`src/rtl/uart_txq_ctrl.sv`:
```
module uart_txq_ctrl #(
  parameter int DEPTH = 64
) (
  input  logic                     clk,
  input  logic                     rst_n,
  input  logic                     fifo_en,
  input  logic                     dma_mode,
  input  logic [1:0]               thr_sel,
  input  logic                     int_en,
  input  logic                     wr_en,
  input  logic [7:0]               wr_data,
  input  logic                     iir_rd,
  input  logic                     pop_req,
  output logic [7:0]               pop_data,
  output logic                     pop_valid,
  input  logic                     shifter_busy,
  output logic [$clog2(DEPTH):0]   space,
  output logic                     hold_empty,
  output logic                     tx_empty,
  output logic                     tx_irq,
  output logic                     dma_req
);
  localparam int AW = $clog2(DEPTH);
  localparam int CW = AW + 1;

  logic [7:0]    mem [DEPTH];
  logic [AW-1:0] wptr, rptr;
  logic [CW-1:0] count, cap, thr;
  logic          mode, flush, full, wr_acc, pend, armed, wseen, dreq, service;

  assign flush     = fifo_en != mode;
  assign cap       = mode ? CW'(DEPTH) : CW'(1);
  assign full      = count == cap;
  assign wr_acc    = wr_en && !full && !flush;
  assign pop_valid = pop_req && (count != '0) && !flush;
  assign pop_data  = mem[rptr];
  assign space     = cap - count;

  always_comb begin
    if (!mode) thr = '0;
    else begin
      case (thr_sel)
        2'd0:    thr = CW'(DEPTH / 8);
        2'd1:    thr = CW'(DEPTH / 4);
        2'd2:    thr = CW'(DEPTH / 2);
        default: thr = CW'(DEPTH - DEPTH / 8);
      endcase
    end
  end

  assign hold_empty = space > thr;
  assign tx_empty   = (count == '0) && !shifter_busy;
  assign tx_irq     = pend && int_en;
  assign service    = tx_irq && (wr_en || iir_rd);
  assign dma_req    = (dma_mode && mode) ? dreq : (count == '0);

  always_ff @(posedge clk) begin
    if (wr_acc) mem[wptr] <= wr_data;
  end

  always_ff @(posedge clk or negedge rst_n) begin
    if (!rst_n) begin
      mode  <= 1'b0;
      count <= '0;
      wptr  <= '0;
      rptr  <= '0;
      pend  <= 1'b0;
      armed <= 1'b1;
      wseen <= 1'b0;
      dreq  <= 1'b0;
    end else begin
      pend <= !service && hold_empty && (pend || armed || !mode);
      if (space > thr)        dreq <= 1'b1;
      else if (space == '0)   dreq <= 1'b0;
      if (flush) begin
        mode  <= fifo_en;
        count <= '0;
        wptr  <= '0;
        rptr  <= '0;
        armed <= 1'b1;
        wseen <= 1'b0;
      end else begin
        count <= count + CW'(wr_acc) - CW'(pop_valid);
        if (wr_acc)    wptr <= wptr + 1'b1;
        if (pop_valid) rptr <= rptr + 1'b1;
        if (service) begin
          armed <= 1'b0;
          wseen <= wr_acc;
        end else if (!armed && wr_acc) begin
          if (wseen) begin
            armed <= 1'b1;
            wseen <= 1'b0;
          end else begin
            wseen <= 1'b1;
          end
        end
      end
    end
  end

  p_no_overflow_r2: assert property (@(posedge clk) disable iff (!rst_n)
    count <= cap);
  p_full_drop_r2: assert property (@(posedge clk) disable iff (!rst_n)
    (full && wr_en && !pop_valid && !flush) |=> $stable(count));
  p_idle_r5: assert property (@(posedge clk) disable iff (!rst_n)
    tx_empty |-> hold_empty);
  p_service_r7: assert property (@(posedge clk) disable iff (!rst_n)
    (tx_irq && iir_rd) |=> !tx_irq);
  p_rearm_r8: assert property (@(posedge clk) disable iff (!rst_n)
    (mode && !flush && !armed && !wr_acc) |=> !armed);
  p_dma_hold_r9: assert property (@(posedge clk) disable iff (!rst_n)
    (dreq && space != '0) |=> dreq);
  p_flush_r11: assert property (@(posedge clk) disable iff (!rst_n)
    flush |=> (count == '0));
endmodule

```
`config.mk`:
```
export PLATFORM = sky130hd
export DESIGN_NAME = uart_txq_ctrl
export DESIGN_NICKNAME = d
export VERILOG_FILES = /design/src/rtl/uart_txq_ctrl.sv
export SDC_FILE = /design/constraint.sdc
export NUM_CORES = 1
export LEC_CHECK = 0
export ABC_AREA = 1
export BUFFER_PORTS_ARGS = -buffer_cell sky130_fd_sc_hd__clkbuf_2
export CORE_MARGIN = 2
export CORE_UTILIZATION = 45
export CTS_CLUSTER_SIZE = 30
export DETAILED_ROUTE_END_ITERATION = 6
export PLACE_DENSITY = 0.64
export RECOVER_POWER = 25
export REMOVE_ABC_BUFFERS = 1
export SYNTH_ARGS = -nofsm -noshare
export SYNTH_HDL_FRONTEND = slang
export SYNTH_SLANG_ARGS = --single-unit
```
`constraint.sdc`:
```
create_clock -name clk -period 3.1 [get_ports clk]
set_input_delay 0.465 -clock clk [delete_from_list [all_inputs] [get_ports clk]]
set_output_delay 0.465 -clock clk [all_outputs]
set_load 0.005 [all_outputs]
```
==> results.yml <==
worst_setup_path:
  required_ns: 2.63
  reg2reg_slack_ns: 0.30
  critPathKind: "flip-flop to output pin"
  startpoint_type: "flip-flop"
  worstPathMaxFanout: 17
  worstReg2RegEnd: "count[6]"
  worstPathArrival_ns: 2.58
  r2r_cells: 18
  cpMostUsedCell: "nand2_1"
  r2r-start: "count[2]"
  worst_path_max_delay_cell: "dfrtp_4"
  path_cells: "buf_12 > buf_12 > buf_16 > nand2_1 > nand2_1 > a21oi_1 > nand3_1 > nand3_1 > nand2_1 > nand2_1 > nand2_2 > clkbuf_2"
  slowest_delay_ns: 0.51
  worstPathBufferInverterCount: 4
  critPathTopFamily: "simple AND/OR/NAND/NOR gates"
  crit_path_end_kind: "output pin"
route:
  wire_per_inst_um: 20.8
  drcViolationCount: 0
  drtPass1Iterations: 6
  initialDrtViolationCount: 1842
  drt_wl_total_mm: 59.8
  vias: 15600
  vias_per_cell: 5.44
  antenna_left: 0
clocking:
  clk_path_buf_depth: 3
  cts_buffers: 54
  clk_latency_ns: 0.61
  cts-root-buf: "clkbuf_16"
  clock-sinks: 536
  htree_levels: 2
  clk_pin_slew_ns: 0.06
  cts_tree: "built"
timing:
  maxSlewHeadroom: -0.254
  fmax_mhz: 328
  finalCritPeriodShare: 0.984
  rsz0062_at_grt: "yes"
  maxSlewViolCount: 259
  finalHoldViolCount: 0
  fin_crit_ns: 3.05
  finalSetupViolCount: 0
  fin_skew_ns: 0.0160
  worst_pin_slew_ns: 1.88
min_path:
  whs_path_depth: 1
  min_path_type: "input port to flip-flop"
  hold_start: "fifo_en"
  holdPathEnd: "mode"
cells_and_area:
  fin_util: 0.531
  fin_area_um2: 26600
  final_cell_mix: "nand2_1 (770), edfxtp_1 (512), nand3_1 (267)"
  drive_gt1_frac: 0.152
  nFillCells: 4260
  syn_to_final_growth_pct: 17.2
  final_common_cell: "nand2_1"
  diodes: 0
  nets: 2196
logic_synthesis:
  avgSynthCellArea_um2: 11.2
  syn_inst: 2031
  synth_top_area_share: 0.679
  ys_seq_area_frac: 0.705
  yosysUniqueCellTypes: 34
  async_flop_share: 0.0448
  yosys_warnings: 0
  yosys.area.top_type: "edfxtp_1"
  synth_area_leaders: "edfxtp_1 (68%), nand2_1 (13%), nand3_1 (6.5%)"
  syn_area_um2: 22700
  ys_ff_latch: 536
  synth_edf_count: 512
  synth_flop_cell: "edfxtp_1"
global_route:
  grt_use_total: 0.225
  grt_pass1_vias: 14900
  antenna_found_initial: 0
  overflow: 0
  grt_max_degree: 65
  grt_pass1_wl_mm: 89.5
power_and_ir_drop:
  p_int_mw: 13.4
  ir_drop_v: 0.000752
  p_sw_frac: 0.310
  p_switching_mw: 6.03
  clock_power_share: 0.319
  power_mw: 19.4
  leakage_nw: 10.0
  pwr_density_cell_nw_per_um2: 732
  seqPwrFrac: 0.418
  p_comb_frac: 0.263
job:
  timing.max_cap.violations: 6
place:
  dp_hpwl_mm: 33.8
  placed_area_um2: 24000
  place_congestion: 0.857
  io_buffers: 38
floorplan:
  die-area_um2: 52100
  start_util: 0.453
  die_h_um: 228
  core-area_um2: 50000
  row_count: 82
  die_x_um: 228
  ios: 39
status:
  status: "finished, violations left"
  failed_checks: "max-capacitance violations, max-slew violations"
==> logic make-up (layout without fill, tap and decap cells) <==
logic type | count (synthesis) | after routing | synth area share
and+or+nand+nor | 1207 | 1207 | 0.221
DFF | 536 | 536 | 0.705
buffers and inverters | 155 | 322 | 0.0336
AOI/OAI and AO/OA | 100 | 100 | 0.0228
adders and majority gates | 22 | 22 | 0.0125
xor gates and xnor gates | 11 | 11 | 0.00492
==> power groups by stage <==
stage          combinational, mW  clock (mW)  sequential (mW)
6_report                    5.12        6.19             8.13
2_1_floorplan               2.46           0             8.48
5_1_grt                     5.57        6.54             8.14
3_5_place_dp                4.05           0             8.28
4_1_cts                     4.62        6.26             8.12
3_3_place_gp                4.00           0             8.27
==> state kept, by name, indices dropped and copies added (netlist names) <==
| name | cells |
|---|---|
| wptr | 6 |
| mode | 1 |
| armed | 1 |
| count | 7 |
| rptr | 6 |
| mem | 512 |
| pend | 1 |
| wseen | 1 |
| dreq | 1 |
==> metrics by stage <==
stage	TNS [ns]	hold WS [ns]	setup slack [ns]	std cells
after floorplan	-62.82	0.169	-6.01	1926
after CTS	-0.0195	0.00817	-0.0195	2859
after global placement	0	0.468	0.238	2739
after global routing	-0.136	0.0459	-0.0384	2870
after detailed placement	0	0.478	0.235	2739
final	0	0.0411	0.0508	2870
==> worst reg2reg max path: cells and delay by family (launching register included) <==
family / cells / cell delay, ns
buffers and inverters: 6 / 0.53
flip-flops: 1 / 0.43
AO/OA/AOI/OAI: 2 / 0.20
adder cells (fa/ha/maj): 4 / 1.02
AND/OR/NAND/NOR: 6 / 0.57
==> synth_stat cells, drive strengths merged, types with 2 or more instances <==
cell / n
a31o: 2
buf: 91
xor2: 6
xnor2: 5
nand4: 6
ha: 21
nor3: 13
clkinv: 4
clkbuf: 14
inv: 46
o22ai: 2
o21ai: 19
nor2: 95
dfrtp: 23
nand3: 295
a21oi: 75
nand2: 797
edfxtp: 512
==> how the worst max path moves through the flow <==
stage,start,to,cells past startpoint
2_1_floorplan,rptr[0],pop_data[4],11
3_3_place_gp,count[3],count[6],18
3_5_place_dp,count[3],count[6],18
4_1_cts,mode,hold_empty,11
5_1_grt,mode,hold_empty,11
6_report,rptr[0],pop_data[0],12
==> area by class of cell <==
cell class / instances / area (um^2) / area share
Timing Repair inverter: 3 / 36.3 / 0.00137
Inverter: 50 / 204 / 0.00768
Sequential cell: 536 / 16000 / 0.602
Timing Repair Buffer: 170 / 1600 / 0.0604
Clock inverter: 27 / 246 / 0.00928
Multi-Input combinational cell: 1340 / 6220 / 0.234
Tap cell: 672 / 841 / 0.0317
Clock buffer: 72 / 1420 / 0.0534
==> timing repair <==
action | in CTS | in global routing
setup buffers | 11 | 5
gates resized for setup | 23 | 83
gates cloned | 9 | 6
pin swaps | 2 | 27
endpoints found under the setup margin | 9 | 11
endpoints found under the hold margin | 23 | 0
hold buffers | 1 | 0
==> metal layers <==
layer	wire, um	track usage	vias to the layer above
met4	1440	0.0766	0
li1	-	-	7228
met5	0	0	-
met1	25000	0.327	7581
met3	5380	0.0296	97
met2	28000	0.353	707
(Power assumes the default switching activity.)
